--- src/rtl/pm_seq_pkg.sv ---
package pm_seq_pkg;

    typedef enum logic [1:0] {
        PM_RUN  = 2'b00,
        PM_DOZE = 2'b01,
        PM_OFF  = 2'b10
    } pm_mode_e;

    typedef struct packed {
        logic fet_en;
        logic clk_en;
    } pm_gates_t;

    // Wake levels in 0.25 mV sample units, ascending with the code.
    function automatic int unsigned wake_level(input logic [1:0] code);
        case (code)
            2'd0:    return 4;
            2'd1:    return 9;
            2'd2:    return 18;
            default: return 36;
        endcase
    endfunction

endpackage

--- src/rtl/pm_sec_tick.sv ---
module pm_sec_tick #(
    parameter int TICKS_PER_SEC = 32768
) (
    input  logic clk,
    input  logic rst,
    input  logic run,
    output logic tick
);
    localparam int CW = (TICKS_PER_SEC > 2) ? $clog2(TICKS_PER_SEC) : 1;
    localparam logic [CW-1:0] LAST = CW'(TICKS_PER_SEC - 1);

    logic [CW-1:0] cnt;

    always_ff @(posedge clk) begin
        if (rst || !run)
            cnt <= '0;
        else if (cnt == LAST)
            cnt <= '0;
        else
            cnt <= cnt + 1'b1;
    end

    assign tick = run && (cnt == LAST);

    AST_TICK_RANGE: assert property (@(posedge clk) disable iff (rst)
        cnt <= LAST);

endmodule

--- src/rtl/pm_wake_detect.sv ---
module pm_wake_detect
    import pm_seq_pkg::*;
#(
    parameter int SAMPLE_W = 16,
    parameter int DEBOUNCE = 3
) (
    input  logic                       clk,
    input  logic                       rst,
    input  logic                       en,
    input  logic                       valid,
    input  logic signed [SAMPLE_W-1:0] sample,
    input  logic [1:0]                 sel,
    output logic                       wake
);
    localparam int DW = $clog2(DEBOUNCE + 1);
    localparam logic [DW-1:0] FULL = DW'(DEBOUNCE);

    logic signed [SAMPLE_W:0] s_ext;
    logic signed [SAMPLE_W:0] lim;
    logic                     over;
    logic [DW-1:0]            run_cnt;

    always_comb begin
        s_ext = {sample[SAMPLE_W-1], sample};
        lim   = signed'((SAMPLE_W+1)'(wake_level(sel)));
        over  = (s_ext > lim) || (s_ext < -lim);
    end

    always_ff @(posedge clk) begin
        if (rst || !en)
            run_cnt <= '0;
        else if (valid) begin
            if (!over)
                run_cnt <= '0;
            else if (run_cnt != FULL)
                run_cnt <= run_cnt + 1'b1;
        end
    end

    assign wake = en && (run_cnt == FULL);

    AST_WAKE_AFTER_SAMPLE: assert property (@(posedge clk) disable iff (rst)
        $rose(wake) |-> $past(valid));

endmodule

--- src/rtl/pm_mode_ctrl.sv ---
module pm_mode_ctrl
    import pm_seq_pkg::*;
#(
    parameter int IV_W = 8
) (
    input  logic            clk,
    input  logic            rst,
    input  logic            tick,
    input  logic            wake,
    input  logic            fault,
    input  logic            sleep_req,
    input  logic            shdn_req,
    input  logic            pack_present,
    input  logic [IV_W-1:0] sleep_secs,
    output pm_mode_e        mode,
    output logic            strobe,
    output pm_gates_t       gates
);
    pm_mode_e        mode_nx;
    logic            pack_q;
    logic            pack_rise;
    logic [IV_W-1:0] iv;
    logic [IV_W-1:0] iv_last;
    logic [IV_W-1:0] doze_cnt;
    logic            doze_due;

    assign pack_rise = pack_present && !pack_q;
    assign iv        = (sleep_secs == '0) ? IV_W'(1) : sleep_secs;
    assign iv_last   = iv - 1'b1;
    assign doze_due  = (doze_cnt >= iv_last);

    always_comb begin
        mode_nx = mode;
        case (mode)
            PM_RUN: begin
                if (shdn_req)                mode_nx = PM_OFF;
                else if (sleep_req && !fault) mode_nx = PM_DOZE;
            end
            PM_DOZE: begin
                if (shdn_req)          mode_nx = PM_OFF;
                else if (fault || wake) mode_nx = PM_RUN;
            end
            default: begin
                if (pack_rise) mode_nx = PM_RUN;
            end
        endcase
    end

    always_ff @(posedge clk) begin
        if (rst) begin
            mode   <= PM_RUN;
            pack_q <= 1'b0;
        end else begin
            mode   <= mode_nx;
            pack_q <= pack_present;
        end
    end

    always_ff @(posedge clk) begin
        if (rst || mode != PM_DOZE)
            doze_cnt <= '0;
        else if (tick)
            doze_cnt <= doze_due ? '0 : doze_cnt + 1'b1;
    end

    always_comb begin
        case (mode)
            PM_RUN:  begin strobe = tick;             gates = '{fet_en: 1'b1, clk_en: 1'b1}; end
            PM_DOZE: begin strobe = tick && doze_due; gates = '{fet_en: 1'b1, clk_en: 1'b0}; end
            default: begin strobe = 1'b0;             gates = '{fet_en: 1'b0, clk_en: 1'b0}; end
        endcase
    end

    AST_OFF_HOLDS: assert property (@(posedge clk) disable iff (rst)
        (mode == PM_OFF && !pack_present) |=> mode == PM_OFF);

    AST_FAULT_BLOCKS_DOZE: assert property (@(posedge clk) disable iff (rst)
        (mode == PM_RUN && fault) |=> mode != PM_DOZE);

    AST_DOZE_EXIT_CAUSE: assert property (@(posedge clk) disable iff (rst)
        (mode == PM_RUN && $past(mode) == PM_DOZE) |-> $past(fault || wake));

    AST_SHDN_WINS: assert property (@(posedge clk) disable iff (rst)
        (mode != PM_OFF && shdn_req) |=> mode == PM_OFF);

    AST_STROBE_ON_TICK: assert property (@(posedge clk) disable iff (rst)
        strobe |-> tick);

endmodule

--- src/rtl/pm_sequencer.sv ---
module pm_sequencer
    import pm_seq_pkg::*;
#(
    parameter int TICKS_PER_SEC = 32768,
    parameter int SAMPLE_W      = 16,
    parameter int IV_W          = 8,
    parameter int DEBOUNCE      = 3
) (
    input  logic                       clk,
    input  logic                       rst,
    input  logic                       cur_valid,
    input  logic signed [SAMPLE_W-1:0] cur_sample,
    input  logic [1:0]                 wake_sel,
    input  logic [IV_W-1:0]            sleep_secs,
    input  logic                       sleep_req,
    input  logic                       shdn_req,
    input  logic                       fault,
    input  logic                       pack_present,
    output logic [1:0]                 mode,
    output logic                       meas_strobe,
    output logic                       fet_en,
    output logic                       clk_en
);
    pm_mode_e  mode_q;
    pm_gates_t gates;
    logic      tick;
    logic      wake;

    pm_sec_tick #(.TICKS_PER_SEC(TICKS_PER_SEC)) u_tick (
        .clk  (clk),
        .rst  (rst),
        .run  (mode_q != PM_OFF),
        .tick (tick)
    );

    pm_wake_detect #(.SAMPLE_W(SAMPLE_W), .DEBOUNCE(DEBOUNCE)) u_wake (
        .clk    (clk),
        .rst    (rst),
        .en     (mode_q == PM_DOZE),
        .valid  (cur_valid),
        .sample (cur_sample),
        .sel    (wake_sel),
        .wake   (wake)
    );

    pm_mode_ctrl #(.IV_W(IV_W)) u_ctrl (
        .clk          (clk),
        .rst          (rst),
        .tick         (tick),
        .wake         (wake),
        .fault        (fault),
        .sleep_req    (sleep_req),
        .shdn_req     (shdn_req),
        .pack_present (pack_present),
        .sleep_secs   (sleep_secs),
        .mode         (mode_q),
        .strobe       (meas_strobe),
        .gates        (gates)
    );

    assign mode   = mode_q;
    assign fet_en = gates.fet_en;
    assign clk_en = gates.clk_en;

    AST_OFF_SILENT: assert property (@(posedge clk) disable iff (rst)
        (mode == 2'b10) |-> (!meas_strobe && !fet_en && !clk_en));

endmodule

--- config.mk ---
export PLATFORM = sky130hd
export DESIGN_NAME = pm_sequencer
export DESIGN_NICKNAME = d
export VERILOG_FILES = /design/src/rtl/pm_seq_pkg.sv /design/src/rtl/pm_sec_tick.sv /design/src/rtl/pm_wake_detect.sv /design/src/rtl/pm_mode_ctrl.sv /design/src/rtl/pm_sequencer.sv
export SDC_FILE = /design/constraint.sdc
export NUM_CORES = 1
export LEC_CHECK = 0
export BUFFER_PORTS_ARGS = -buffer_cell sky130_fd_sc_hd__buf_2
export CORE_ASPECT_RATIO = 0.5
export CORE_MARGIN = 2
export CORE_UTILIZATION = 56
export CTS_CLUSTER_DIAMETER = 80
export CTS_CLUSTER_SIZE = 14
export DETAILED_ROUTE_END_ITERATION = 12
export GPL_TIMING_DRIVEN = 0
export PLACE_DENSITY = 0.85
export SKIP_CTS_REPAIR_TIMING = 1
export SLEW_MARGIN = 15
export SYNTH_ARGS = -nofsm -noshare
export SYNTH_HDL_FRONTEND = slang
export SYNTH_SLANG_ARGS = --single-unit
--- constraint.sdc ---
create_clock -name clk -period 3.7 [get_ports clk]
set_input_delay 0.37 -clock clk [delete_from_list [all_inputs] [get_ports clk]]
set_output_delay 0.37 -clock clk [all_outputs]
set_load 0.05 [all_outputs]
; ---- Yosys cells after proc, flatten, opt, wreduce, memory -nomap -nowiden
; Cells that the tools add are included.
[classes]
eq_ne = 11
add_sub_neg = 5
reduce_logical = 21
n_mux = 13
order_cmp = 3
[ops]
columns = op, count
row1 = 6-bit one-hot mux with 3 select lines, 1
row2 = 16-bit by 17-bit less-than comparator with 1-bit output, 1
row3 = 6-bit negation with 17-bit output, 1
row4 = 16-bit by 7-bit greater-than comparator with 1-bit output, 1
row5 = 8-bit 2-to-1 mux, 2
row6 = 15-bit by 1-bit adder with 15-bit output (second input constant), 1
row7 = 15-bit equality test (second input constant), 1
row8 = 2-bit 2-to-1 mux, 7
row9 = 8-bit by 1-bit adder with 8-bit output (second input constant), 1
row10 = 8-bit >= comparator, 1
row11 = 8-bit logical NOT, 1
row12 = 2-bit one-hot mux with 2 select lines, 2
row13 = 8-bit by 1-bit subtractor with 8-bit output (second input constant), 1
row14 = 2-bit inequality test (second input constant), 3
row15 = 3-bit by 2-bit inequality test with 1-bit output (second input constant), 2
row16 = 1-bit logical AND, 5
row17 = 1-bit logical OR, 5
row18 = 2-bit by 1-bit equality test with 1-bit output (second input constant), 2
row19 = 2-bit equality test (second input constant), 2
row20 = 1-bit logical NOT, 4
row21 = 2-bit logical NOT, 2
row22 = 3-bit AND reduction, 1
row23 = 3-bit nonzero test, 1
row24 = 2-bit by 1-bit adder with 2-bit output (second input constant), 1
row25 = other kinds (4), 4
[word_totals]
word_cells = 58
reg_bits = 28
inputBits = 33
out_inout_bits = 5

; ---- Logic depth before layout (Yosys ltp)
; Gate-level depths: netlist (run 1).
[depth]
ltp_word = 7
mapped_depth = 14
mapped_depth_nobuf = 13

; ---- By module
; A second synthesis (run 1) with hierarchy kept.
[hier_totals]
hier_cells = 263
hier_area_um2 = 2329.7
[by_module_without_submodules]
columns = mod, n_inst, cells_each, seq_area_each_um2, area_each_um2
row1 = pm_mode_ctrl, 1, 107, 220.2, 910.9
row2 = pm_wake_detect, 1, 83, 40.0, 732.0
row3 = pm_sec_tick, 1, 71, 300.3, 671.9
row4 = pm_sequencer, 1, 2, 0.0, 15.0

; ---- Least setup slack after synthesis (run 1)
; Ideal clock, no wire load.
[synth_timing]
path_type = input to output
start = in sleep_secs[3]
end = out meas_strobe
path_buffers = 0
required_ns = 3.330
t_arrival_ns = 3.268
stages = 12
path_slack_ns = 0.062
path_cell_list = nor4_1 > nand2_1 > o21bai_1 > inv_1 > ha_1 > ha_1 > a21o_1 > a21o_1 > a21oi_1 > o21ai_1 > a21oi_1 > a211oi_1
[synth_via]
elab_chain_len = 6
[synth_rtl]
columns = element, line
row1 = from (decl), pm_sequencer.sv:14  ; input logic [IV_W-1:0] sleep_secs,
row2 = 8-bit logical NOT, pm_mode_ctrl.sv:28  ; assign iv = (sleep_secs == '0) ? IV_W'(1) : sleep_secs;
row3 = 8-bit 2-to-1 mux *, pm_mode_ctrl.sv:28
row4 = 8-bit by 1-bit subtractor with 8-bit output *, pm_mode_ctrl.sv:29  ; assign iv_last = iv - 1'b1;
row5 = 8-bit >= comparator *, pm_mode_ctrl.sv:30  ; assign doze_due = (doze_cnt >= iv_last);
row6 = 1-bit logical AND *, pm_mode_ctrl.sv:69  ; PM_DOZE: begin strobe = tick && doze_due; gates = '{fet_en: 1'b1, clk_en: 1'b0}; end
row7 = 1-bit one-hot mux with 2 select lines *, pm_mode_ctrl.sv:67  ; case (mode)
row8 = to (decl), pm_sequencer.sv:20  ; output logic meas_strobe,
; Mark *: on every way between the ends. The rest lies on a longest branch, timed or not.

; ---- Worst setup path after layout (run 1)
; Ends and elaborated chain as after synthesis.

==> impl_metrics.py, run 1 <==
metrics = {
    "timing": {
        "rsz0062_at_grt": "false",
        "tightest_slew_ns": 0.715,
        "fmax_mhz": 295,
        "min_period_ns": 3.39,
        "hold_viol_final": 0,
        "slew_headroom_pct": 51.6,
        "finalSetupViolCount": 0,
        "tns_ns": 0,
        "min_period_over_period_pct": 91.5,
        "slew_violations": 0,
        "fin_skew_ns": 0.0127,
    },
    "synth": {
        "synth_xor_area_share_pct": 10.5,
        "yosysMostFrequentCell": "ha_1",
        "muxShareOfSynthArea_pct": 0.924,
        "yosysTopAreaCellShare_pct": 25.9,
        "syn_nets": 318,
        "netlist_instances": 249,
        "synth-seq-area-share_pct": 25.9,
        "ys_ff_latch": 28,
        "synth-simple-area-share_pct": 26.5,
        "yosys.area.top_type": "dfxtp_1",
        "synth_top_family_by_area": "simple AND/OR/NAND/NOR gates",
        "synth_adder_area_share_pct": 20.8,
        "syn_area_um2": 2170,
        "synthTopCellsByArea": "dfxtp_1, ha_1, xnor2_1",
        "avgSynthCellArea_um2": 8.70,
        "async_reset_ff_share_pct": 0,
        "synth_edf_count": 0,
        "synth_compound_area_share_pct": 12.0,
        "synth_common_cells": "ha_1, nor2_1, dfxtp_1",
        "synth.distinct_cells": 45,
        "yosysWarnings": 0,
        "synth_flop_cell": "dfxtp_1",
    },
    "die": {
        "die-height_um": 48.0,
        "dieWidth_um": 92.0,
        "rows": 15,
        "start_util_pct": 60.7,
        "core_area_um2": 3570,
        "die-area_um2": 4410,
        "io_pins": 38,
    },
    "flow_run": {
        "cap_violations": 0,
    },
    "placement": {
        "gp_congestion": 0.963,
        "hpwl_um": 3610,
        "place.port_buffers": 37,
    },
    "detailed_routing": {
        "routedWlPerCell_um": 13.0,
        "ant_nets": 0,
        "viasPerCell": 5.56,
        "via_count": 1895,
        "drtIter0Drc": 69,
        "routed_wl_um": 4430,
        "dr.pass1.iters": 4,
        "drcViolationCount": 0,
    },
    "cells_and_area": {
        "fill_cells": 300,
        "n_antenna_cell": 0,
        "drive_above_1_share_pct": 21.4,
        "fin_nets": 360,
        "fin_util_pct": 69.7,
        "area.growth.synth_to_final_pct": 14.8,
    },
    "clock_network": {
        "cts-root-buf": "clkbuf_8",
        "clkSinkCount": 28,
        "cts_tree": "done",
        "insertion_delay_ns": 0.28,
        "clk_pin_slew_ns": 0.09,
        "cts-htree-levels": 1,
        "clk_path_buf_depth": 2,
        "numCtsBuffers": 3,
    },
    "worst_hold_path": {
        "hold_class": "in -> reg",
    },
    "setup_path": {
        "critPathBufInv": 3,
        "crit_fanout": 3,
        "cpMaxStageDelayCell": "nor4_1",
        "cp.arrival_ns": 3.02,
        "cp-start-kind": "primary input",
        "cp-end-kind": "output pin",
        "crit_chain": "buf_2, nor4_1, nand2_1, o21bai_1, inv_1, ha_1, xnor2_1, ha_1, a21o_1, a21oi_1, o21ai_1, a21oi_1, a211oi_1, buf_2",
        "critical_path_class": "in -> out",
        "required_ns": 3.33,
        "cpPeakStageDelay_ns": 0.41,
        "path_delay_family": "compound AO/OA/AOI/OAI gates",
    },
    "power": {
        "p_leak_uw": 0.00110,
        "max-vdd-ir-drop_mv": 0.263,
        "power.density_nw_per_um2": 277,
        "total_power_uw": 688,
    },
    "global_routing": {
        "grt_usage_pct": 21.6,
        "grt_max_degree": 17,
        "gr-total-overflow": 0,
        "grt_pass1_vias": 1872,
        "antenna_found_initial": 0,
        "grt_first_pass_wirelength_um": 7560,
    },
    "status": {
        "status": "complete, no violations",
    },
}
## stage by stage
step | setup slack [ns] | area [um2] | instances | hold slack, ns
floorplan | 0.0624 | 2170 | 249 | 0.437
global placement | 0.435 | 2410 | 337 | 0.471
detailed placement | 0.355 | 2410 | 337 | 0.486
CTS | 0.340 | 2490 | 341 | 0.287
global route | 0.00378 | 2490 | 341 | 0.281
finish | 0.313 | 2490 | 341 | 0.289
## area by class of cell
cell class,instances,area (um2),share of cell area [%]
buffer,2,16.3,0.654
clock buffer,3,41.3,1.66
clock inverter,1,30.0,1.21
inverter,14,52.6,2.11
multi-input combinational,205,1540,61.8
sequential,28,561,22.5
tap,51,63.8,2.57
timing repair buffer,37,185,7.45
## where the power goes
group	switching [uW]	total (uW)	internal, uW
combinational	77.2	133	56.0
sequential	5.49	311	306
clock	98.9	244	145
## registers in the layout, summed over array words and instances, names as in the netlist
register         cells
u_ctrl.pack_q        1
u_wake.run_cnt       2
u_ctrl.mode          2
u_tick.cnt          15
u_ctrl.doze_cnt      8
## path summary, 6_finish.rpt
path                      start                 end  slack [ns]  cells past startpoint
max               sleep_secs[3]         meas_strobe        0.31                     14
min                   cur_valid   u_wake.run_cnt[0]        0.29                      2
max reg2reg  u_ctrl.doze_cnt[0]  u_ctrl.doze_cnt[7]        1.71                     10
min reg2reg       u_tick.cnt[0]       u_tick.cnt[0]        0.51                      1
## kinds of logic after synthesis
group                      Yosys count
and+or+nand+nor                    101
other                                1
DFF                                 28
xor gates and xnor gates            26
muxes                                2
AOI/OAI and AO/OA                   39
buffers and inverters               16
adders and majority gates           36
## layer usage
layer | global-route usage (%) | share of wire (%) | up-vias
li1 | - | - | 963
met1 | 22.6 | 45 | 881
met2 | 48.1 | 51 | 45
met3 | 3.94 | 3.9 | 6
met4 | 4.18 | 0.86 | 0
met5 | 0 | 0 | -
## placed cells by master, fill, tap and decap left out, drive strengths merged
master,instances
nor2,40
buf,39
ha,36
dfxtp,28
nand2,19
inv,14
xnor2,14
xor2,12
a21oi,9
nand3,9
nor3,6
a31oi,5
o21ai,5
nand4,5
nor4b,4
o21a,4
a21o,4
and3,4
a211oi,4
nor4,4
clkbuf,3
nand2b,2
mux2i,2
a31o,2
nor2b,2
and4,2
o21bai,1
or3,1
and3b,1
and2,1
a21bo,1
a221oi,1
nor4bb,1
o211ai,1
o41ai,1
a32oi,1
conb,1
bufinv,1
Power figures use the tool's default switching activity.
==> inputs of run 2 (changes only) <==
- BUFFER_PORTS_ARGS: -buffer_cell sky130_fd_sc_hd__buf_2 -> -buffer_cell sky130_fd_sc_hd__buf_4
- CORE_MARGIN: 2 -> 3
==> run 2 against run 1 <==
Effect of this change: via count shrank 1.7%; critical endpoint unchanged; clock-buffer cell count stayed put; fmax increased by 2.2%; critical path depth unchanged; first-iteration DRC count grew 38%; sequential power is essentially flat; register-to-register slack worse by 0.05 ns; final area rose by 3.7%; worst hold slack got worse by 0.011 ns; wire length is 1.2% higher.
==> impl_metrics.py, run 2 (same netlist as run 1, synthesis figures left out) <==
metrics = {
    "power": {
        "pwr-share-comb_pct": 20.7,
        "p_leak_uw": 0.00113,
        "swShare_pct": 25.8,
        "p_switching_uw": 180,
        "p_seq_share_pct": 44.6,
        "intPower_uw": 518,
        "power.density_nw_per_um2": 271,
        "power.clock.fraction_pct": 34.8,
        "max-vdd-ir-drop_mv": 0.147,
    },
    "timing": {
        "worst_slack_ns": 0.387,
        "rsz0062_at_grt": "false",
        "fmax_mhz": 302,
        "slew_violations": 0,
        "finalSetupViolCount": 0,
        "fin_skew_ns": 0.00966,
        "tns_ns": 0,
        "min_period_over_period_pct": 89.5,
        "hold_viol_final": 0,
        "slew_headroom_pct": 54.0,
        "tightest_slew_ns": 0.681,
        "min_period_ns": 3.31,
    },
    "cells_and_area": {
        "fin_nets": 360,
        "layout_commonest_cell": "buf_4",
        "stdcell_area_um2": 2580,
        "top_regs": "u_tick.cnt: 15 flops, u_ctrl.doze_cnt: 8 flops",
        "layout_common_cells": "buf_4, ha_1, nor2_1, dfxtp_1, nand2_1",
        "largest-register": "u_tick.cnt",
        "drive_above_1_share_pct": 21.4,
        "n_antenna_cell": 0,
        "area.growth.synth_to_final_pct": 19.1,
        "largest_reg_flops": 15,
        "fill_cells": 293,
    },
    "clock_network": {
        "clk_path_buf_depth": 2,
        "insertion_delay_ns": 0.28,
        "cts_tree": "done",
        "cts-htree-levels": 1,
        "cts-root-buf": "clkbuf_8",
        "clk_pin_slew_ns": 0.09,
        "clkSinkCount": 28,
        "numCtsBuffers": 3,
    },
    "setup_path": {
        "cpPeakStageDelay_ns": 0.36,
        "critical_path_class": "in -> out",
        "cp-start-kind": "primary input",
        "required_ns": 3.33,
        "cp-end-kind": "output pin",
        "crit_fanout": 3,
        "cpMaxStageDelayCell": "nor4_1",
        "cp.arrival_ns": 2.94,
        "crit_chain": "buf_4, nor4_1, nand2_1, o21bai_1, inv_1, ha_1, xnor2_1, ha_1, a21o_1, a21oi_1, o21ai_1, a21oi_1, a211oi_1, buf_4",
    },
    "die": {
        "core_area_um2": 3570,
        "dieWidth_um": 94.0,
        "rows": 15,
        "die-height_um": 50.0,
        "die-area_um2": 4700,
        "start_util_pct": 60.7,
        "io_pins": 38,
    },
    "placement": {
        "place_ws_ns": 0.379,
        "gp_congestion": 0.906,
        "place.port_buffers": 37,
        "dpl_cell_area_um2": 2510,
        "hpwl_um": 3600,
    },
    "flow_run": {
        "cap_violations": 0,
    },
    "global_routing": {
        "antenna_found_initial": 0,
        "gr-total-overflow": 0,
        "grt_usage_pct": 21.4,
        "grt_max_degree": 17,
        "grt_pass1_vias": 1938,
        "grt_first_pass_wirelength_um": 8290,
    },
    "detailed_routing": {
        "routed_wl_um": 4480,
        "ant_nets": 0,
        "viasPerCell": 5.46,
        "routedWlPerCell_um": 13.1,
        "drcViolationCount": 0,
        "dr.pass1.iters": 5,
        "drtIter0Drc": 95,
        "via_count": 1863,
    },
    "worst_hold_path": {
        "hold_class": "in -> reg",
    },
    "status": {
        "status": "complete, no violations",
    },
}
==> run 2: cell count changes in the layout (fill, tap and decap cells not counted) <==
| cell | previous run | this run |
|---|---|---|
| buf_4 | 0 | 37 |
| buf_2 | 38 | 1 |
==> run 2: path summary, 6_finish.rpt <==
path | slack (ns) | endpoint | from | cells past startpoint
max reg2reg | 1.66 | u_ctrl.doze_cnt[4] | u_ctrl.doze_cnt[0] | 10
min | 0.28 | u_ctrl.pack_q | rst | 2
max | 0.39 | meas_strobe | sleep_secs[3] | 14
min reg2reg | 0.51 | u_wake.run_cnt[1] | u_wake.run_cnt[1] | 2
==> run 2: metrics by stage <==
step | util, % | hold WS (ns) | total power, uW | instances
after floorplan | - | 0.437 | 401 | 249
after global placement | 70.3 | 0.472 | 454 | 337
after detailed placement | 70.3 | 0.483 | 460 | 337
after CTS | 72.3 | 0.277 | 699 | 341
after global routing | 72.3 | 0.279 | 736 | 341
final | 72.3 | 0.278 | 698 | 341
==> run 2: power by group through the flow <==
stage	clock, uW	combinational, uW	sequential [uW]
after floorplan	0	80.4	321
after global placement	0	137	318
after detailed placement	0	143	318
after CTS	245	144	311
after global routing	261	163	312
final	243	144	311
==> run 2: area by class of cell <==
cell class              count  area, um2  area share [%]
clock inverters             1       30.0            1.16
plain buffers               2       16.3           0.631
multi-input cells         205       1540            59.6
clock buffers               3       41.3            1.60
repair buffers             37        278            10.8
flip-flops and latches     28        561            21.7
well taps                  51       63.8            2.47
inverters                  14       52.6            2.04
==> run 2: critical path, delay by kind of cell <==
kind,cells,cell delay [ns]
compound gates,6,0.97
fa+ha+maj,2,0.53
xor+xnor,1,0.15
simple gates,2,0.47
buf+inv,3,0.46
==> run 2: layer usage <==
layer  wire (um)  up-vias  track usage, %
li1            -      954               -
met1        2010      843            25.0
met2        2210       60            39.2
met3         219        6            4.27
met4          50        0            7.19
met5           0        -               0
==> inputs of run 3 (changes only) <==
- ABC_AREA: default -> 1
- CORE_UTILIZATION: 56 -> 57
- PLACE_DENSITY: 0.85 -> 0.86
==> run 3 against run 2 <==
Effect of this change: die area grew 4.2%; clock-buffer cell count did not move; sequential share of layout area decreased by 0.89 points; critical endpoint unchanged; largest power group unchanged; highest routed layer unchanged.
==> impl_metrics.py, run 3 <==
metrics = {
    "cells_and_area": {
        "largest-register": "u_tick.cnt",
        "fill_cells": 305,
        "fin_nets": 451,
        "drive_above_1_share_pct": 13.4,
        "layout_commonest_cell": "nand2_1",
        "n_antenna_cell": 0,
        "largest_reg_flops": 15,
        "top_regs": "u_tick.cnt: 15 flops, u_ctrl.doze_cnt: 8 flops",
        "final_cells": 431,
        "area.growth.synth_to_final_pct": 16.6,
        "layout_common_cells": "nand2_1, inv_1, nor2_1, buf_4, ha_1",
    },
    "clock_network": {
        "clkSinkCount": 28,
        "cts_tree": "done",
        "clk_pin_slew_ns": 0.08,
        "clk_path_buf_depth": 2,
        "numCtsBuffers": 3,
        "cts-root-buf": "clkbuf_8",
        "insertion_delay_ns": 0.27,
        "cts-htree-levels": 1,
    },
    "die": {
        "start_util_pct": 63.0,
        "dieWidth_um": 96.0,
        "die-area_um2": 4890,
        "die-height_um": 51.0,
        "io_pins": 38,
        "core_area_um2": 3660,
        "rows": 15,
    },
    "setup_path": {
        "cp-start-kind": "primary input",
        "crit_fanout": 4,
        "cp-end-kind": "output pin",
        "cp.arrival_ns": 2.94,
        "required_ns": 3.33,
        "critical_path_class": "in -> out",
    },
    "synth": {
        "syn_area_um2": 2310,
        "synth_common_cells": "nand2_1, inv_1, nor2_1",
        "synth_edf_count": 0,
        "synthTopCellsByArea": "dfxtp_1, ha_1, nand2_1",
        "avgSynthCellArea_um2": 6.78,
        "yosysWarnings": 0,
        "netlist_instances": 340,
        "synth.distinct_cells": 30,
        "yosysTopAreaCellShare_pct": 24.3,
        "yosys.area.top_type": "dfxtp_1",
        "yosysMostFrequentCell": "nand2_1",
        "async_reset_ff_share_pct": 0,
        "ys_ff_latch": 28,
        "synth-seq-area-share_pct": 24.3,
        "syn_nets": 409,
        "synth_flop_cell": "dfxtp_1",
    },
    "timing": {
        "hold_viol_final": 0,
        "slew_violations": 0,
        "slew_headroom_pct": 63.9,
        "min_period_ns": 3.31,
        "finalSetupViolCount": 0,
        "whs_ns": 0.288,
        "rsz0062_at_grt": "false",
        "fmax_mhz": 302,
        "tns_ns": 0,
        "fin_skew_ns": 0.00318,
        "min_period_over_period_pct": 89.4,
        "tightest_slew_ns": 0.537,
        "worst_slack_ns": 0.393,
    },
    "placement": {
        "place.port_buffers": 37,
        "place_ws_ns": 0.426,
        "gp_congestion": 0.867,
        "hpwl_um": 4130,
        "dp_cells": 428,
    },
    "detailed_routing": {
        "routedWlPerCell_um": 11.2,
        "drtIter0Drc": 87,
        "drcViolationCount": 0,
        "routed_wl_um": 4810,
        "via_count": 2258,
        "ant_nets": 0,
        "dr.pass1.iters": 4,
        "viasPerCell": 5.24,
    },
    "global_routing": {
        "antenna_found_initial": 0,
        "grt_usage_pct": 20.3,
        "grt_first_pass_wirelength_um": 8130,
        "grt_max_degree": 15,
        "gr-total-overflow": 0,
        "grt_pass1_vias": 2157,
    },
    "power": {
        "max-vdd-ir-drop_mv": 0.155,
        "p_leak_uw": 0.00137,
        "power.density_nw_per_um2": 236,
    },
    "worst_hold_path": {
        "hold_class": "in -> reg",
    },
    "flow_run": {
        "cap_violations": 0,
    },
    "status": {
        "status": "complete, no violations",
    },
}
-- run 3: path summary, 6_finish.rpt --
path	start	to	slack [ns]	depth (start not counted)
min	rst	u_ctrl.mode[0]	0.29	2
max	sleep_secs[3]	meas_strobe	0.39	14
min reg2reg	u_tick.cnt[0]	u_tick.cnt[0]	0.46	1
max reg2reg	u_ctrl.doze_cnt[3]	u_ctrl.doze_cnt[4]	1.63	7
-- run 3: worst max-delay path, cell delays in order --
cell and delay (ns):
buf_4 0.10, nor2_1 0.04, inv_1 0.08, nor3_1 0.07, a21oi_1 0.26, nand2_1 0.17
o41ai_1 0.34, ha_1 0.31, a21oi_1 0.14, o21ai_0 0.11, a21oi_1 0.11, a21boi_0 0.47
a211oi_1 0.15, buf_4 0.22
-- run 3: report_power, final --
part | internal, uW | leakage [uW] | switching [uW]
combinational | 67.5 | 0.00112 | 93.8
clock | 73.1 | 0.0000216 | 87.4
sequential | 307 | 0.000227 | 5.49
-- run 3: cell type report --
| class | count | area, um2 | area share (%) |
|---|---|---|---|
| Clock buffer | 3 | 41.3 | 1.54 |
| Multi-Input combinational cell | 254 | 1530 | 56.8 |
| Inverter | 57 | 214 | 7.96 |
| Timing Repair Buffer | 37 | 278 | 10.3 |
| Sequential cell | 28 | 561 | 20.8 |
| Buffer | 1 | 5.00 | 0.186 |
| Tap cell | 51 | 63.8 | 2.37 |
-- run 3: metal layers --
layer,part of all wire [%],GRT usage [%],vias up
met5,0,0,-
met4,1.2,6.13,0
met3,3.8,2.65,6
met2,50,41.5,50
met1,45,21.5,1024
li1,-,-,1178
-- run 3: cell families (layout without fill, tap and decap cells) --
family,Yosys count,in the layout,share of synthesized area [%]
AND/OR/NAND/NOR,165,165,32.3
other,1,1,0.163
adder cells (fa/ha/maj),36,36,19.5
flip-flops,28,28,24.3
XOR/XNOR,13,13,4.94
buffers and inverters,58,98,9.50
AO/OA/AOI/OAI,39,39,9.22
-- run 3: per-stage QoR --
stage | utilization [%] | instance area [um2] | power [uW]
final | 73.5 | 2690 | 634
after global routing | 73.5 | 2690 | 677
after CTS | 73.5 | 2690 | 641
after detailed placement | 72.3 | 2650 | 480
after global placement | 72.3 | 2650 | 473
after floorplan | - | 2310 | 417
